`src/rtl/pci_cmdsts_regs.sv`:
```
module pci_cmdsts_regs #(
  parameter logic [7:0] REV_ID  = 8'h10,
  parameter logic [7:0] PROG_IF = 8'h00
) (
  input  logic        clk,
  input  logic        rst_n,
  input  logic        cfg_wr,
  input  logic        cfg_dw_sel,
  input  logic [3:0]  cfg_be,
  input  logic [31:0] cfg_wdata,
  output logic [31:0] cfg_rdata,
  input  logic        ev_par_err,
  input  logic        ev_tgt_role,
  input  logic        ev_perr_seen,
  input  logic        ev_mst_role,
  input  logic        ev_serr,
  input  logic        ev_mst_abort,
  input  logic        ev_tgt_abort_rcvd,
  input  logic        ev_tgt_abort_sig,
  input  logic        strap_fbb,
  input  logic        strap_cap,
  output logic        io_en,
  output logic        mem_en,
  output logic        bus_master_en,
  output logic        mwi_en,
  output logic        parity_resp_en,
  output logic        perr_req
);
  localparam int NSTICKY = 6;

  logic [4:0]         cmd_q;
  logic [NSTICKY-1:0] sts_q;
  logic [NSTICKY-1:0] sts_set;
  logic [NSTICKY-1:0] sts_clr;
  logic [15:0]        cmd_rd;
  logic [15:0]        sts_rd;
  logic               wr0;

  assign wr0 = cfg_wr & ~cfg_dw_sel;

  always_ff @(posedge clk or negedge rst_n)
    if (!rst_n)
      cmd_q <= '0;
    else if (wr0 && cfg_be[0])
      cmd_q <= {cfg_wdata[6], cfg_wdata[4], cfg_wdata[2:0]};

  assign {parity_resp_en, mwi_en, bus_master_en, mem_en, io_en} = cmd_q;

  // sticky order: {dpe(15), sse(14), rma(13), rta(12), sta(11), dpd(8)}
  assign sts_set = {ev_par_err, ev_serr, ev_mst_abort, ev_tgt_abort_rcvd,
                    ev_tgt_abort_sig, ev_perr_seen & ev_mst_role & cmd_q[4]};
  assign sts_clr = (wr0 && cfg_be[3]) ? {cfg_wdata[31:27], cfg_wdata[24]} : '0;

  always_ff @(posedge clk or negedge rst_n)
    if (!rst_n)
      sts_q <= '0;
    else
      sts_q <= (sts_q & ~sts_clr) | sts_set;

  assign perr_req = ev_par_err & ev_tgt_role & cmd_q[4];

  assign cmd_rd = {9'b0, cmd_q[4], 1'b0, cmd_q[3], 1'b0, cmd_q[2:0]};
  assign sts_rd = {sts_q[5:1], 2'b01, sts_q[0], strap_fbb, 1'b0, 1'b1, strap_cap, 4'b0};

  assign cfg_rdata = cfg_dw_sel ? {16'h0000, PROG_IF, REV_ID} : {sts_rd, cmd_rd};
endmodule


```
`config.mk`:
```
export PLATFORM = sky130hd
export DESIGN_NAME = pci_cmdsts_regs
export DESIGN_NICKNAME = d
export VERILOG_FILES = /design/src/rtl/pci_cmdsts_regs.sv
export SDC_FILE = /design/constraint.sdc
export NUM_CORES = 1
export LEC_CHECK = 0
export ABC_CLOCK_PERIOD_IN_PS = 2000
export BUFFER_PORTS_ARGS = -buffer_cell sky130_fd_sc_hd__buf_2
export CORE_UTILIZATION = 34
export CTS_CLUSTER_DIAMETER = 80
export DETAILED_ROUTE_END_ITERATION = 12
export PLACE_DENSITY_LB_ADDON = 0.2
export SETUP_SLACK_MARGIN = 0.4
export SLEW_MARGIN = 10
export SYNTH_ARGS = -nofsm -noshare
export SYNTH_HDL_FRONTEND = slang
export SYNTH_SLANG_ARGS = --single-unit
```
`constraint.sdc`:
```
create_clock -name clk -period 2 [get_ports clk]
set_input_delay 0.2 -clock clk [delete_from_list [all_inputs] [get_ports clk]]
set_output_delay 0.2 -clock clk [all_outputs]
set_load 0.03 [all_outputs]
```
==> results.txt <==
Most used routing layer in global routing -> met2
Unique cell type count in the Yosys netlist -> 16
Final hold viol count -> 0
Mean Syn Cell Area -> 10.10 sq um
Clock tree buffer depth -> 2
Overflow after GRT -> 0
Num CTS Buffers -> 3
Leakage -> 0.5433 nW
Std-Cell Rows -> 16
Hold_sp -> cfg_wdata[29]
Post-CTS Resized -> 0
M3 GR Usage -> 6.415%
Root buf cell -> clkbuf_4
DR vias/cell -> 4.048
Share of cells above drive strength 1 -> 47.90%
Total of warnings raised by yosys -> 0
Wire length per cell -> 9.041 um
Post-Route WL -> 1320 um
DRC viols -> 0
Setup_tns -> 0 ps
Met1 usage -> 14.69%
Slew Viols, Final -> 0
Reg2Reg Depth -> 1
CP endpoint kind -> primary output
GR Util All Layers -> 11.73%
Crit Path Class -> reg -> out
Required time of the critical path -> 1800 ps
Final RePlAce weighted congestion -> 0.6465
Initial Utilization -> 36.03%
Tcrit/Tclk final -> 64.62%
Die ar. -> 2266 sq um
Clk pwr share -> 20.6%
Seq/Total Area, Yosys -> 38.94%
Clock skew -> 0.1331 ps
Unrepaired setup endpoints after global routing -> false
Initial antenna violation count -> 0
Reg power frac -> 38.3%
R2r endpoint -> cmd_q[4]
Area growth syn-to-layout -> 31.86%
Register bit total from synthesis -> 11
Drt pass-1 iters -> 1
Hold Path End -> sts_q[3]
Hold path depth -> 2
HPWL after DPL -> 1080 um
Core Box Area -> 1962 sq um
Reg2Reg Setup Slack -> 1200 ps
Worst hold slack -> 104.8 ps
Mapped Cells -> 70
Post-route ant nets -> 0
HP Class -> in -> reg
Vias -> 591
Switch share -> 39.30%
Util after Layout -> 47.51%
Largest net degree at the start of global routing -> 18
Reg2Reg Launch Point -> cmd_q[4]
Startpoint type of the worst setup path -> flop
Worst Path Arrival -> 1090 ps
Comb pwr share -> 41.1%
Int Power -> 426.8 uW
Fmax -> 773.8 MHz
First-pass GRT wire length -> 1738 um
Peak VDD IR -> 434.2 uV
Number of global-route vias before repair -> 383
Die extent in x -> 47.60 um
Max Cap Violations -> 0
Die height -> 47.60 um
Crit path max fanout -> 3
First DRT Iteration DRCs -> 0
NetSw -> 276.3 uW
Fin crit period -> 1292 ps
H-tree depth -> 1
Pwr Density -> 754.3 nW/um^2
Syn Std Cell Area -> 706.9 sq um
Placed cell count -> 141
Setup Fix Bufs, Post-CTS -> 0
Num ports -> 88
Non-Filler Instances -> 146
Status -> complete, no violations
CTS tree -> done
Final setup fails -> 0
M2 GR Usage -> 16.71%
Total clock sinks -> 11
Ant diodes -> 0
Hold buffer count at CTS -> 1
PortBufs -> 47
Clock transition at path regs -> 70 ps
Skew-Pair Late Insertion Delay -> 260 ps
Pwr Total -> 703.1 uW
Nets -> 170
==> final cells by class <==
| class | count | area (sq um) |
|---|---|---|
| Inverter | 6 | 22.52 |
| Timing Repair Buffer | 48 | 245.2 |
| Tap cell | 27 | 33.78 |
| Multi-Input combinational cell | 50 | 329.1 |
| Sequential cell | 11 | 275.3 |
| Fill cell | 203 | 1030 |
| Clock buffer | 4 | 26.28 |
==> synthesized netlist by cell type <==
master	number	area (sq um)
or2_2	1	6.260
buf_2	1	5.000
nand3b_4	1	20.02
nand4b_1	1	8.760
a31oi_1	5	31.28
dfrtp_1	11	275.3
and3b_1	1	8.760
nor2_1	5	18.77
inv_1	6	22.52
buf_4	18	135.1
mux2_4	5	75.07
and3_1	1	6.260
conb_1	1	3.750
a32o_1	1	10.01
and2b_1	4	30.03
nor2b_1	8	50.05
==> cells by family after synthesis <==
kind of cell / after synthesis / share of synthesized area (%)
compound gates: 6 / 5.841
buf+inv: 25 / 23.01
flops: 11 / 38.94
mux: 5 / 10.62
other cells: 1 / 0.5305
simple gates: 22 / 21.06
==> registers in the layout, summed over array words and instances, names as in the netlist <==
signal,count
sts_q,6
cmd_q,5
==> metrics by stage <==
| step | worst slack (ps) | area, sq um |
|---|---|---|
| after CTS | 694.0 | 932.1 |
| after detailed placement | 846.9 | 895.9 |
| after global placement | 854.9 | 895.9 |
| final | 707.6 | 932.1 |
| after global routing | 658.9 | 932.1 |
| after floorplan | 758.8 | 767.0 |
==> layer usage <==
metal | share of wire (%) | up-vias
li1 | - | 291
met1 | 40 | 258
met2 | 48 | 40
met3 | 10 | 2
met4 | 1.4 | 0
met5 | 0 | -
==> layout by cell type (no fill, tap or decap), types with 3 or more instances in the layout <==
master,n
dfrtp_1,11
and2b_1,4
buf_2,47
nor2_1,5
inv_1,6
nor2b_1,8
a31oi_1,5
conb_1,17
mux2_4,5
clkbuf_4,3
==> power by group through the flow <==
stage               clock, mW  combinational, mW  sequential (mW)
global placement            0              0.287            0.274
detailed placement          0              0.289            0.275
global route            0.167              0.311            0.274
finish                  0.145              0.289            0.270
CTS                     0.153              0.291            0.271
floorplan                   0              0.194            0.310
==> worst max-delay path by stage <==
stage,from,endpoint,slack [ps]
floorplan,cmd_q[4],cfg_rdata[6],760
global placement,cfg_dw_sel,cmd_q[2],850
detailed placement,cfg_dw_sel,cmd_q[1],850
CTS,cmd_q[3],cfg_rdata[4],690
global route,cmd_q[3],cfg_rdata[4],660
finish,cmd_q[3],cfg_rdata[4],710
==> critical path, stage by stage, from the launching register on <==
cell and delay [ps]:
dfrtp_1 390, or2_2 270, buf_2 180
Power figures use the tool's default switching activity.
